[config.mk]
export PLATFORM = sky130hd
export DESIGN_NAME = rx_word_aligner
export DESIGN_NICKNAME = d
export VERILOG_FILES = /design/src/rtl/wal_pkg.sv /design/src/rtl/wal_search.sv /design/src/rtl/wal_extract.sv /design/src/rtl/wal_track.sv /design/src/rtl/rx_word_aligner.sv
export SDC_FILE = /design/constraint.sdc
export NUM_CORES = 1
export LEC_CHECK = 0
export BUFFER_PORTS_ARGS = -buffer_cell sky130_fd_sc_hd__buf_2
export CORE_ASPECT_RATIO = 1.25
export CORE_MARGIN = 2
export CORE_UTILIZATION = 50
export CTS_BUF_LIST = sky130_fd_sc_hd__clkbuf_8
export DETAILED_ROUTE_END_ITERATION = 8
export PLACE_DENSITY_LB_ADDON = 0.25
export SYNTH_ARGS = -nofsm -noshare
export SYNTH_HDL_FRONTEND = slang
export SYNTH_SLANG_ARGS = --single-unit
export TNS_END_PERCENT = 20
[constraint.sdc]
create_clock -name clk -period 6.23 [get_ports clk]
set_clock_uncertainty 0.1 [all_clocks]
set_input_delay 0.9345 -clock clk [delete_from_list [all_inputs] [get_ports clk]]
set_output_delay 0.9345 -clock clk [all_outputs]
set_load 0.01 [all_outputs]
[src/rtl/wal_pkg.sv]
package wal_pkg;

    // Decision taken by the lock tracker on one beat
    typedef enum logic [2:0] {
        ACT_IDLE,     // no valid beat, or hunting without a match
        ACT_ACQUIRE,  // first match while unlocked
        ACT_KEEP,     // match at the locked offset
        ACT_MOVE,     // second consecutive match at a new offset
        ACT_MISS,     // no match at the locked offset, window not expired
        ACT_DROP      // miss window expired
    } trk_act_e;

endpackage

[src/rtl/wal_search.sv]
// Compares every bit offset of the joined word pair against the pattern
// and reports the lowest matching offset.
module wal_search #(
    parameter int W = 32,
    parameter logic [W-1:0] PATTERN = 32'hF000_0000,
    localparam int OFFW = $clog2(W)
) (
    input  logic [2*W-2:0]  span,     // {previous, current[W-1:1]}
    output logic            hit,
    output logic [OFFW-1:0] hit_off
);

    logic [W-1:0] match;

    for (genvar k = 0; k < W; k++) begin : g_cmp
        assign match[k] = (span[2*W-2-k -: W] == PATTERN);
    end

    always_comb begin
        hit     = |match;
        hit_off = '0;
        for (int k = W - 1; k >= 0; k--) begin
            if (match[k]) begin
                hit_off = OFFW'(k);
            end
        end
    end

endmodule

[src/rtl/wal_extract.sv]
// Barrel extraction of one word from the joined pair at a given offset.
module wal_extract #(
    parameter int W = 32,
    localparam int OFFW = $clog2(W)
) (
    input  logic [2*W-2:0]  span,
    input  logic [OFFW-1:0] off,
    output logic [W-1:0]    word
);

    logic [W-1:0] win [W];

    for (genvar k = 0; k < W; k++) begin : g_win
        assign win[k] = span[2*W-2-k -: W];
    end

    assign word = win[off];

endmodule

[src/rtl/wal_track.sv]
// Lock state: acquisition, confirmation of a moved offset, loss timeout.
module wal_track
    import wal_pkg::*;
#(
    parameter int OFFW       = 5,
    parameter int LOSS_WORDS = 16,
    localparam int CW        = $clog2(LOSS_WORDS + 1)
) (
    input  logic            clk,
    input  logic            rst,
    input  logic            beat,
    input  logic            hit,
    input  logic [OFFW-1:0] hit_off,
    output logic            locked,
    output logic [OFFW-1:0] off,
    output logic            realign,
    output logic            nxt_locked,
    output logic [OFFW-1:0] nxt_off
);

    typedef struct packed {
        logic            locked;
        logic [OFFW-1:0] off;
        logic [OFFW-1:0] cand;
        logic            armed;
        logic [CW-1:0]   miss;
        logic            realign;
    } trk_t;

    trk_t     st_d, st_q;
    trk_act_e act;

    always_comb begin
        st_d         = st_q;
        st_d.realign = 1'b0;
        act          = ACT_IDLE;

        if (beat) begin
            if (!st_q.locked) begin
                if (hit) act = ACT_ACQUIRE;
            end else if (hit && hit_off == st_q.off) begin
                act = ACT_KEEP;
            end else if (hit && st_q.armed && hit_off == st_q.cand) begin
                act = ACT_MOVE;
            end else if (st_q.miss == CW'(LOSS_WORDS - 1)) begin
                act = ACT_DROP;
            end else begin
                act = ACT_MISS;
            end
        end

        case (act)
            ACT_ACQUIRE: begin
                st_d.locked = 1'b1;
                st_d.off    = hit_off;
                st_d.miss   = '0;
                st_d.armed  = 1'b0;
            end
            ACT_KEEP: begin
                st_d.miss  = '0;
                st_d.armed = 1'b0;
            end
            ACT_MOVE: begin
                st_d.off     = hit_off;
                st_d.realign = 1'b1;
                st_d.miss    = '0;
                st_d.armed   = 1'b0;
            end
            ACT_MISS: begin
                st_d.miss = st_q.miss + 1'b1;
                if (hit) begin
                    st_d.cand  = hit_off;
                    st_d.armed = 1'b1;
                end
            end
            ACT_DROP: begin
                st_d.locked = 1'b0;
                st_d.miss   = '0;
                st_d.armed  = 1'b0;
            end
            default: ;
        endcase
    end

    always_ff @(posedge clk) begin
        if (rst) begin
            st_q <= '0;
        end else begin
            st_q <= st_d;
        end
    end

    assign locked     = st_q.locked;
    assign off        = st_q.off;
    assign realign    = st_q.realign;
    assign nxt_locked = st_d.locked;
    assign nxt_off    = st_d.off;


    move_after_arm_chk: assert property (@(posedge clk) disable iff (rst)
        st_q.realign |-> ($past(st_q.armed) && $past(st_q.cand) == st_q.off));

endmodule

[src/rtl/rx_word_aligner.sv]
module rx_word_aligner #(
    parameter int W                 = 32,
    parameter logic [W-1:0] PATTERN = 32'hF000_0000,
    parameter int LOSS_WORDS        = 16,
    localparam int OFFW             = $clog2(W)
) (
    input  logic            clk,
    input  logic            rst,
    input  logic [W-1:0]    in_word,
    input  logic            in_valid,
    output logic [W-1:0]    out_word,
    output logic            out_valid,
    output logic            locked,
    output logic [OFFW-1:0] slip,
    output logic            realign
);

    typedef struct packed {
        logic [W-1:0] prev;
        logic [W-1:0] data;
        logic         valid;
    } dp_t;

    dp_t dp_d, dp_q;

    logic [2*W-2:0] span;
    logic           hit;
    logic [OFFW-1:0] hit_off;
    logic [OFFW-1:0] nxt_off;
    logic           nxt_locked;
    logic [W-1:0]   ext_word;

    // The last bit of the current word never starts a window, so it is left out
    assign span = {dp_q.prev, in_word[W-1:1]};

    wal_search #(.W(W), .PATTERN(PATTERN)) u_search (
        .span    (span),
        .hit     (hit),
        .hit_off (hit_off)
    );

    wal_track #(.OFFW(OFFW), .LOSS_WORDS(LOSS_WORDS)) u_track (
        .clk        (clk),
        .rst        (rst),
        .beat       (in_valid),
        .hit        (hit),
        .hit_off    (hit_off),
        .locked     (locked),
        .off        (slip),
        .realign    (realign),
        .nxt_locked (nxt_locked),
        .nxt_off    (nxt_off)
    );

    wal_extract #(.W(W)) u_extract (
        .span (span),
        .off  (nxt_off),
        .word (ext_word)
    );

    always_comb begin
        dp_d       = dp_q;
        dp_d.valid = in_valid && nxt_locked;
        if (in_valid) begin
            dp_d.prev = in_word;
        end
        if (in_valid && nxt_locked) begin
            dp_d.data = ext_word;
        end
    end

    always_ff @(posedge clk) begin
        if (rst) begin
            dp_q <= '0;
        end else begin
            dp_q <= dp_d;
        end
    end

    assign out_word  = dp_q.data;
    assign out_valid = dp_q.valid;


    gap_no_emit_chk: assert property (@(posedge clk) disable iff (rst)
        !in_valid |=> !out_valid);


    gap_hold_chk: assert property (@(posedge clk) disable iff (rst)
        !in_valid |=> ($stable(slip) && $stable(locked) && !realign));


    emit_needs_lock_chk: assert property (@(posedge clk) disable iff (rst)
        out_valid |-> locked);


    acquire_word_chk: assert property (@(posedge clk) disable iff (rst)
        $rose(locked) |-> (out_valid && out_word == PATTERN));


    realign_word_chk: assert property (@(posedge clk) disable iff (rst)
        realign |-> (locked && out_valid && out_word == PATTERN && slip != $past(slip)));


    slip_move_reason_chk: assert property (@(posedge clk) disable iff (rst)
        (slip != $past(slip)) |-> (realign || $rose(locked)));


    drop_silent_chk: assert property (@(posedge clk) disable iff (rst)
        $fell(locked) |-> !out_valid);

endmodule

==> flow_summary.ini, run 1 <==
[logic_synthesis]
synth_xor_area_share_pct = 0.812
synth_top_family_by_area = compound AO/OA/AOI/OAI gates
synth-compound-area-share_pct = 25.8
syn_nets = 1348
synth_edf_count = 0
async_flop_share_pct = 0
synthSimpleGateAreaFrac_pct = 24.6
ys_seq_area_share_pct = 17.1
synth_seq_cells = 83
synth-warning-count = 0
syn_avg_cell_area_um2 = 7.40
ys.flop_type = dfxtp_1
netlist_area_um2 = 9700
synthMuxAreaShare_pct = 20.7
synthAdderAreaFrac_pct = 0.258
syn-instance-count = 1311
ys_types = 84

[worst_setup_path]
critPathCapture = out_word[10]$_SDFFE_PP0P_
slowest_stage = nor4_1
endpoint_kind = register
path_delay_family = simple AND/OR/NAND/NOR gates
worstSetupStartpointType = primary input
critPathKind = primary input to register
regToRegStartpoint = dp_q[35]$_SDFFE_PP0P_
cp.arrival_ns = 6.12
reg2regPathDepth = 16
path_buf_inv = 3
crit_start = in_word[31]
worstPathCellList = buf_2, nor4_1, nand4_1, or4_1, o2111ai_1, nor4_1, xnor2_1, nor4_4, nor3_4, mux2i_4, buf_12, a221o_1, mux2i_1, mux2i_1, a222oi_1, buf_4, o21ai_1
reg2reg_slack_ns = 0.33
cpPeakStageDelay_ns = 0.81
crit_cells = 17
rr_endpoint = out_word[10]$_SDFFE_PP0P_
worstPathRequired_ns = 6.42
cp_max_fo = 32

[floorplanning]
initial_core_util_pct = 51.3
fp.coreArea_um2 = 18900
die_area_um2 = 20500
rows = 56
fp.dieW_um = 129
die_y_um = 160
ioPinCount = 75

[layout]
fill_cells = 1829
layout_commonest_cell = mux2i_1
seqCellArea_um2 = 1660
final_util_pct = 57.7
syn2layout_area_growth_pct = 12.4
drive_gt1_share_pct = 21.6
antenna_cells = 0
multi_input_area_um2 = 7030
layout_common_cells = mux2i_1, buf_4, nor2_1
fin_area_um2 = 10900
final_nets = 1410

[sta]
drv_slew = 0
period_share_pct = 95.2
fin_setup_tns_ns = 0
max_freq_mhz = 169
hold_violations = 0
setup_viol = 0
relSlewSlack_pct = 28.3
finalCriticalPeriod_ns = 5.93
tightest_slew_ns = 1.07
grt_setup_unrepaired = false

[clock_network]
cts_buffer_depth = 2
cts_max_level = 3
root_buffer = clkbuf_8
clk_pin_slew_ns = 0.11
hold_buffers = 0
clock_latency_ns = 0.42
cts_resized = 0
cts_setup_buffers = 0
cts_tree = done
cts_sinks = 83
cts_buffers = 9

[worst_hold_path]
holdCritPathClass = register to register

[power]
peakVddDrop_v = 0.000128
power.density_nw_per_um2 = 125
p_leak_nw = 4.37

[global_route]
antenna_found_initial = 0
first_global_vias = 10800
grt_overflow = 0
grt_pass1_wl_mm = 62.6
grt_usage_pct = 39.4
grt_max_degree = 87

[drt]
avgViaCountPerCell = 6.97
drt-total-wl_mm = 40.9
wl_per_cell_um = 25.4
antenna_left = 0
vias = 11200
drc = 0
drt_iter0_markers = 1359
dr.pass1.iters = 7

[run_status]
outcome = completed

[placement]
post_dp_cell_area_um2 = 10700
hpwlAfterDp_mm = 31.1
io_buffers = 74
gp_congestion = 1.04

[job]
maxCapViolations = 0
==> power breakdown <==
| group | internal, mW | switching [mW] | total, mW | leakage [nW] |
|---|---|---|---|---|
| sequential | 0.542 | 0.0415 | 0.584 | 0.675 |
| combinational | 0.137 | 0.223 | 0.359 | 3.60 |
| clock | 0.152 | 0.265 | 0.418 | 0.0925 |
| total | 0.832 | 0.530 | 1.36 | 4.37 |
==> registers in the layout, indices dropped and copies added (netlist names) <==
signal           count
u_track.locked       1
u_track.st_q        11
out_word            32
dp_q                32
u_track.realign      1
u_track.off          5
out_valid            1
==> logic make-up (layout without fill, tap and decap cells) <==
family / count (synthesis) / in the layout
fa+ha+maj: 2 / 2
buf+inv: 217 / 284
simple gates: 449 / 449
xor+xnor: 9 / 9
mux: 196 / 196
compound gates: 355 / 355
flops: 83 / 83
==> worst min-delay path by stage <==
| stage | startpoint | endpoint | cells after the start |
|---|---|---|---|
| finish | u_track.st_q[6]$_SDFFE_PP0P_ | u_track.st_q[6]$_SDFFE_PP0P_ | 2 |
| global route | u_track.st_q[6]$_SDFFE_PP0P_ | u_track.st_q[6]$_SDFFE_PP0P_ | 2 |
| global placement | u_track.st_q[6]$_SDFFE_PP0P_ | u_track.st_q[6]$_SDFFE_PP0P_ | 2 |
| CTS | u_track.st_q[6]$_SDFFE_PP0P_ | u_track.st_q[6]$_SDFFE_PP0P_ | 2 |
| detailed placement | u_track.st_q[6]$_SDFFE_PP0P_ | u_track.st_q[6]$_SDFFE_PP0P_ | 2 |
| floorplan | u_track.st_q[6]$_SDFFE_PP0P_ | u_track.st_q[6]$_SDFFE_PP0P_ | 2 |
==> worst register-to-register path: cells and delay by family, from the launching register on <==
kind / cells / cell delay, ns
compound gates: 5 / 1.93
simple gates: 5 / 1.64
flops: 1 / 0.76
mux: 3 / 0.70
buf+inv: 2 / 0.43
xor+xnor: 1 / 0.24
==> cell type report <==
type,instances,area share [%]
clock buffer,9,1.14
clock inverter,7,0.539
inverter,49,1.69
multi-input combinational,1011,64.4
sequential,83,15.2
tap,232,2.66
timing repair buffer,219,14.3
==> stage by stage <==
step / setup slack (ns) / hold WS (ns) / std cells / total power, mW
2_1_floorplan: 0.583 / 0.336 / 1311 / 0.789
3_3_place_gp: -0.0939 / 0.346 / 1594 / 0.935
3_5_place_dp: 0.00584 / 0.347 / 1594 / 0.937
4_1_cts: 0.408 / 0.363 / 1610 / 1.35
5_1_grt: 0.0452 / 0.387 / 1610 / 1.40
6_report: 0.297 / 0.364 / 1610 / 1.36
==> synth_stat cells (all sizes together) (30+ instances only) <==
library cell,count,area [um^2]
nand2,95,357
mux2i,165,1650
buf,90,571
inv,47,176
a221oi,35,338
mux2,31,353
o21ai,108,544
nor3,42,221
a21oi,30,150
nor2,119,454
a31oi,40,250
clkbuf,78,294
dfxtp,83,1660
nor4,39,293
==> metal layers <==
layer | GRT usage, % | up-vias | share of wire (%)
met5 | 0 | - | 0
met4 | 26.4 | 0 | 8.6
met3 | 6.30 | 227 | 7.9
met2 | 65.0 | 670 | 46
met1 | 46.7 | 5265 | 37
li1 | - | 5066 | -
Note: power is estimated with default switching activity, not from simulation.
==> run 2: changes to the inputs <==
--- a/config.mk
+++ b/config.mk
@@ -7,7 +7,7 @@
 export LEC_CHECK = 0
 export BUFFER_PORTS_ARGS = -buffer_cell sky130_fd_sc_hd__buf_2
 export CORE_ASPECT_RATIO = 1.25
-export CORE_MARGIN = 2
+export CORE_MARGIN = 1
 export CORE_UTILIZATION = 50
 export CTS_BUF_LIST = sky130_fd_sc_hd__clkbuf_8
 export DETAILED_ROUTE_END_ITERATION = 8
==> flow_summary.ini, run 2 (synthesis results as in run 1) <==
[power]
p_leak_nw = 4.57
combinationalPowerShare_pct = 26.7
p_total_mw = 1.41
p_sw_mw = 0.523
p_int_mw = 0.890
switching_share_pct = 37.0
power.density_nw_per_um2 = 126
peakVddDrop_v = 0.000101
seqPwrFrac_pct = 40.9
clockPowerShare_pct = 32.4

[clock_network]
cts_sinks = 83
cts_tree = done
cts_resized = 0
cts_setup_buffers = 0
hold_buffers = 0
clock_latency_ns = 0.41
root_buffer = clkbuf_8
cts_buffer_depth = 2
clk_pin_slew_ns = 0.10
cts_max_level = 3
cts_buffers = 9

[job]
maxCapViolations = 0

[worst_setup_path]
cp_max_fo = 30
rr_endpoint = out_word[20]$_SDFFE_PP0P_
reg2regPathDepth = 15
critPathCapture = out_word[20]$_SDFFE_PP0P_
crit_start = in_word[21]
worstPathRequired_ns = 6.39
endpoint_kind = register
regToRegStartpoint = dp_q[37]$_SDFFE_PP0P_
worstSetupStartpointType = primary input
critPathKind = primary input to register
reg2reg_slack_ns = 0.31
cp.arrival_ns = 6.19

[run_status]
outcome = completed

[sta]
grt_setup_unrepaired = false
setup_viol = 0
max_freq_mhz = 166
drv_slew = 0
relSlewSlack_pct = 34.3
period_share_pct = 96.7
worst_slack_ns = 0.204
fin_setup_tns_ns = 0
tightest_slew_ns = 0.986
finalCriticalPeriod_ns = 6.03
hold_violations = 0
holdWs_ns = 0.369

[worst_hold_path]
holdCritPathClass = register to register

[layout]
syn2layout_area_growth_pct = 15.8
drive_gt1_share_pct = 23.8
layout_commonest_cell = buf_4
final_nets = 1449
fill_cells = 1780
final_util_pct = 59.4
antenna_cells = 0
stdcell_count = 1649
layout_common_cells = buf_4, mux2i_1, nor2_1
fin_area_um2 = 11200

[floorplanning]
fp.coreArea_um2 = 18900
die_y_um = 158
fp.dieW_um = 127
rows = 56
ioPinCount = 75
die_area_um2 = 20000
initial_core_util_pct = 51.3

[global_route]
grt_usage_pct = 42.1
antenna_found_initial = 0
grt_max_degree = 85
grt_overflow = 0
grt_pass1_wl_mm = 63.4
first_global_vias = 10800

[drt]
drt_iter0_markers = 1036
antenna_left = 0
drc = 0
wl_per_cell_um = 25.3
drt-total-wl_mm = 41.7
vias = 11300
avgViaCountPerCell = 6.87
dr.pass1.iters = 8

[placement]
gp_congestion = 1.05
pre_cts_slack_ns = -0.0899
io_buffers = 74
hpwlAfterDp_mm = 32.1
placedCellCount = 1633
post_dp_cell_area_um2 = 11000
==> run 2: changes by cell type in the layout (fill, tap and decap cells not counted), sizes merged <==
cell,before,now
clkinv,4,3
bufinv,0,1
clkbuf,9,10
buf,219,258
inv,51,50
==> run 2: worst max-delay path, stage by stage <==
cell and delay [ns]:
buf_2 0.10, or4_1 0.65, or4_4 0.61, nor4_2 0.42, nor3_1 0.15, nand3_1 0.15
xor2_1 0.11, or4_4 0.56, nor3_4 0.33, mux2i_4 0.19, buf_12 0.21, a221oi_1 0.78
mux2i_1 0.27, mux2_2 0.38, a22oi_1 0.18, o221ai_1 0.15
==> run 2: cell type report <==
class / instances / area, um^2 / area share [%]
multi-input combinational: 1011 / 7030 / 62.6
sequential: 83 / 1660 / 14.8
inverter: 49 / 184 / 1.64
timing repair buffer: 258 / 1850 / 16.5
clock buffer: 10 / 138 / 1.23
clock inverter: 6 / 68.8 / 0.613
tap: 232 / 290 / 2.58
==> run 2: worst min path at each step <==
| stage | endpoint | cells past startpoint | from |
|---|---|---|---|
| after floorplan | u_track.st_q[6]$_SDFFE_PP0P_ | 2 | u_track.st_q[6]$_SDFFE_PP0P_ |
| after global placement | out_word[0]$_SDFFE_PP0P_ | 1 | out_word[0]$_SDFFE_PP0P_ |
| after detailed placement | u_track.st_q[6]$_SDFFE_PP0P_ | 2 | u_track.st_q[6]$_SDFFE_PP0P_ |
| after CTS | u_track.st_q[6]$_SDFFE_PP0P_ | 2 | u_track.st_q[6]$_SDFFE_PP0P_ |
| after global routing | u_track.st_q[6]$_SDFFE_PP0P_ | 2 | u_track.st_q[6]$_SDFFE_PP0P_ |
| final | out_word[12]$_SDFFE_PP0P_ | 2 | out_word[12]$_SDFFE_PP0P_ |
==> run 2: metal layers <==
layer	vias to the layer above	share of wire (%)	track usage (%)	routed length, um
met5	-	0	0	0
met1	5348	38	46.5	15800
met2	626	47	73.2	19600
met3	192	6.6	5.58	2750
li1	5163	-	-	-
met4	0	8.4	33.4	3500
==> run 2: power groups by stage <==
stage | sequential (mW) | clock, mW | combinational [mW]
global route | 0.578 | 0.480 | 0.400
CTS | 0.575 | 0.460 | 0.365
finish | 0.577 | 0.458 | 0.377
detailed placement | 0.588 | 0 | 0.364
global placement | 0.588 | 0 | 0.361
floorplan | 0.563 | 0 | 0.226
==> run 3: changes to the inputs <==
--- a/config.mk
+++ b/config.mk
@@ -5,6 +5,7 @@
 export SDC_FILE = /design/constraint.sdc
 export NUM_CORES = 1
 export LEC_CHECK = 0
+export ABC_AREA = 1
 export BUFFER_PORTS_ARGS = -buffer_cell sky130_fd_sc_hd__buf_2
 export CORE_ASPECT_RATIO = 1.25
 export CORE_MARGIN = 1
==> flow_summary.ini, run 3 <==
[sta]
fin_setup_tns_ns = 0
hold_violations = 0
finalCriticalPeriod_ns = 5.51
worst_slack_ns = 0.719
setup_viol = 0
relSlewSlack_pct = 27.1
grt_setup_unrepaired = false
drv_slew = 0
tightest_slew_ns = 1.09
period_share_pct = 88.5
max_freq_mhz = 181

[run_status]
outcome = finished with violations
failed_checks = DRC

[logic_synthesis]
synth_seq_cells = 83
netlist_area_um2 = 9500
ys_types = 42
ys.flop_type = dfxtp_1
syn-instance-count = 1748
yosys-top-cells-area = nand3_1, dfxtp_1, nand2_1
yosysTopAreaCell = nand3_1
yosysMostFrequentCell = nand3_1
synth_top_area_share_pct = 23.1
async_flop_share_pct = 0
synth_edf_count = 0
syn_nets = 1785
ys_seq_area_share_pct = 17.5
synth-warning-count = 0
ys_top_cells_by_count = nand3_1, nand2_1, nor2_1
syn_avg_cell_area_um2 = 5.43

[global_route]
first_global_vias = 10700
antenna_found_initial = 0
grt_pass1_wl_mm = 59.1
grt_overflow = 0
grt_max_degree = 68
grt_usage_pct = 39.4

[floorplanning]
die_area_um2 = 19600
fp.dieW_um = 125
rows = 56
die_y_um = 156
initial_core_util_pct = 50.8
ioPinCount = 75
fp.coreArea_um2 = 18700

[job]
maxCapViolations = 0

[worst_setup_path]
path_delay_family = simple AND/OR/NAND/NOR gates
critPathKind = primary input to register
reg2reg_slack_ns = 1.40
worstPathRequired_ns = 6.37
regToRegStartpoint = dp_q[40]$_SDFFE_PP0P_
crit_start = in_word[28]
rr_endpoint = out_word[5]$_SDFFE_PP0P_
cp.arrival_ns = 5.65
cpPeakStageDelay_ns = 0.55
slowest_stage = buf_4
path_buf_inv = 4
worstSetupStartpointType = primary input
reg2regPathDepth = 25
crit_top_cell = nand3_1
endpoint_kind = register
cp_max_fo = 56

[worst_hold_path]
hp-start = out_word[24]$_SDFFE_PP0P_
min_to = out_word[24]$_SDFFE_PP0P_
hold_depth = 2
holdCritPathClass = register to register

[layout]
layout_common_cells = nand3_1, nand2_1, nor2_1
layout_commonest_cell = nand3_1
final_nets = 1770
syn2layout_area_growth_pct = 3.66
stdcell_count = 1970
antenna_cells = 0
fin_area_um2 = 9850
drive_gt1_share_pct = 11.8
fill_cells = 2100

[placement]
placedCellCount = 1954
io_buffers = 74
post_dp_cell_area_um2 = 9670
hpwlAfterDp_mm = 30.4
pre_cts_slack_ns = 0.518
gp_congestion = 1.05

[clock_network]
cts_buffer_depth = 2
cts_buffers = 9
cts_sinks = 83
cts_resized = 0
cts_setup_buffers = 0
root_buffer = clkbuf_8
cts_max_level = 3
clock_latency_ns = 0.40
clk_pin_slew_ns = 0.10
cts_tree = done
hold_buffers = 0

[drt]
drt-total-wl_mm = 38.8
drt_iter0_markers = 1636
wl_per_cell_um = 19.7
drc = 2
antenna_left = 0
vias = 12100
dr.pass1.iters = 9
avgViaCountPerCell = 6.12

[power]
peakVddDrop_v = 0.0000795
p_leak_nw = 4.76
power.density_nw_per_um2 = 124
p_total_mw = 1.22
-- run 3: cell count changes in the layout (fill, tap and decap cells not counted), sizes merged, moves of 32 or more --
cell / change
a221oi: -35
inv: +141
o21ai: -47
buf: -168
nand3: +422
a31oi: -37
a21oi: +32
nand2: +345
mux2i: -165
nor2: +95
-- run 3: how the worst max path moves through the flow --
stage,endpoint,slack [ns],cells past startpoint
after detailed placement,out_word[5]$_SDFFE_PP0P_,0.52,30
after floorplan,out_word[17]$_SDFFE_PP0P_,2.27,34
after CTS,out_word[5]$_SDFFE_PP0P_,0.94,30
after global placement,out_word[5]$_SDFFE_PP0P_,0.52,28
final,out_word[5]$_SDFFE_PP0P_,0.72,30
after global routing,out_word[6]$_SDFFE_PP0P_,0.55,33
-- run 3: kinds of logic (layout without fill, tap and decap cells) --
| logic type | count (synthesis) | count (layout) | synth area share [%] |
|---|---|---|---|
| adder cells (fa/ha/maj) | 2 | 2 | 0.263 |
| AND/OR/NAND/NOR | 1220 | 1220 | 59.4 |
| buffers and inverters | 305 | 295 | 15.0 |
| XOR/XNOR | 1 | 1 | 0.0922 |
| AO/OA/AOI/OAI | 137 | 137 | 7.73 |
| flip-flops | 83 | 83 | 17.5 |
-- run 3: layout make-up --
class | count | area (um^2) | area share, %
clock inverter | 7 | 52.6 | 0.534
clock buffer | 9 | 124 | 1.26
sequential | 83 | 1660 | 16.9
timing repair buffer | 90 | 578 | 5.87
tap | 232 | 290 | 2.95
inverter | 189 | 709 | 7.20
multi-input combinational | 1360 | 6430 | 65.3
-- run 3: routing by layer --
metal	routed length, um	track usage (%)	up-vias
li1	-	-	5737
met1	14900	47.7	5468
met2	17900	65.4	710
met3	3300	5.08	144
met4	2750	27.1	0
met5	0	0	-
-- run 3: report_power, final --
part | switching (mW) | internal, mW
logic | 0.201 | 0.0716
registers | 0.0225 | 0.545
clock network | 0.236 | 0.149
-- run 3: worst register-to-register path: stages (launching register included) --
cell and delay [ns]:
dfxtp_1 0.48, inv_2 0.13, nand4_1 0.28, nor2_1 0.12, nand2_2 0.13, inv_2 0.07
nand2_1 0.13, o21ai_2 0.09, nor2_2 0.23, nor2b_2 0.31, nand2_1 0.10, nand2_1 0.10
nand4_1 0.10, nor2_1 0.14, nand4_1 0.11, a21oi_2 0.25, nand2_4 0.10, nand2_4 0.11
nand2_1 0.11, o21ai_4 0.09, buf_4 0.55, nand3_1 0.28, nand3_1 0.18, nand3_1 0.09
nand3_1 0.22, a21oi_1 0.09
-- run 3: metrics by stage --
stage	utilization [%]	hold slack, ns
3_3_place_gp	51.7	0.352
5_1_grt	52.6	0.396
4_1_cts	52.6	0.369
6_report	52.6	0.368
3_5_place_dp	51.7	0.354
2_1_floorplan	-	0.342
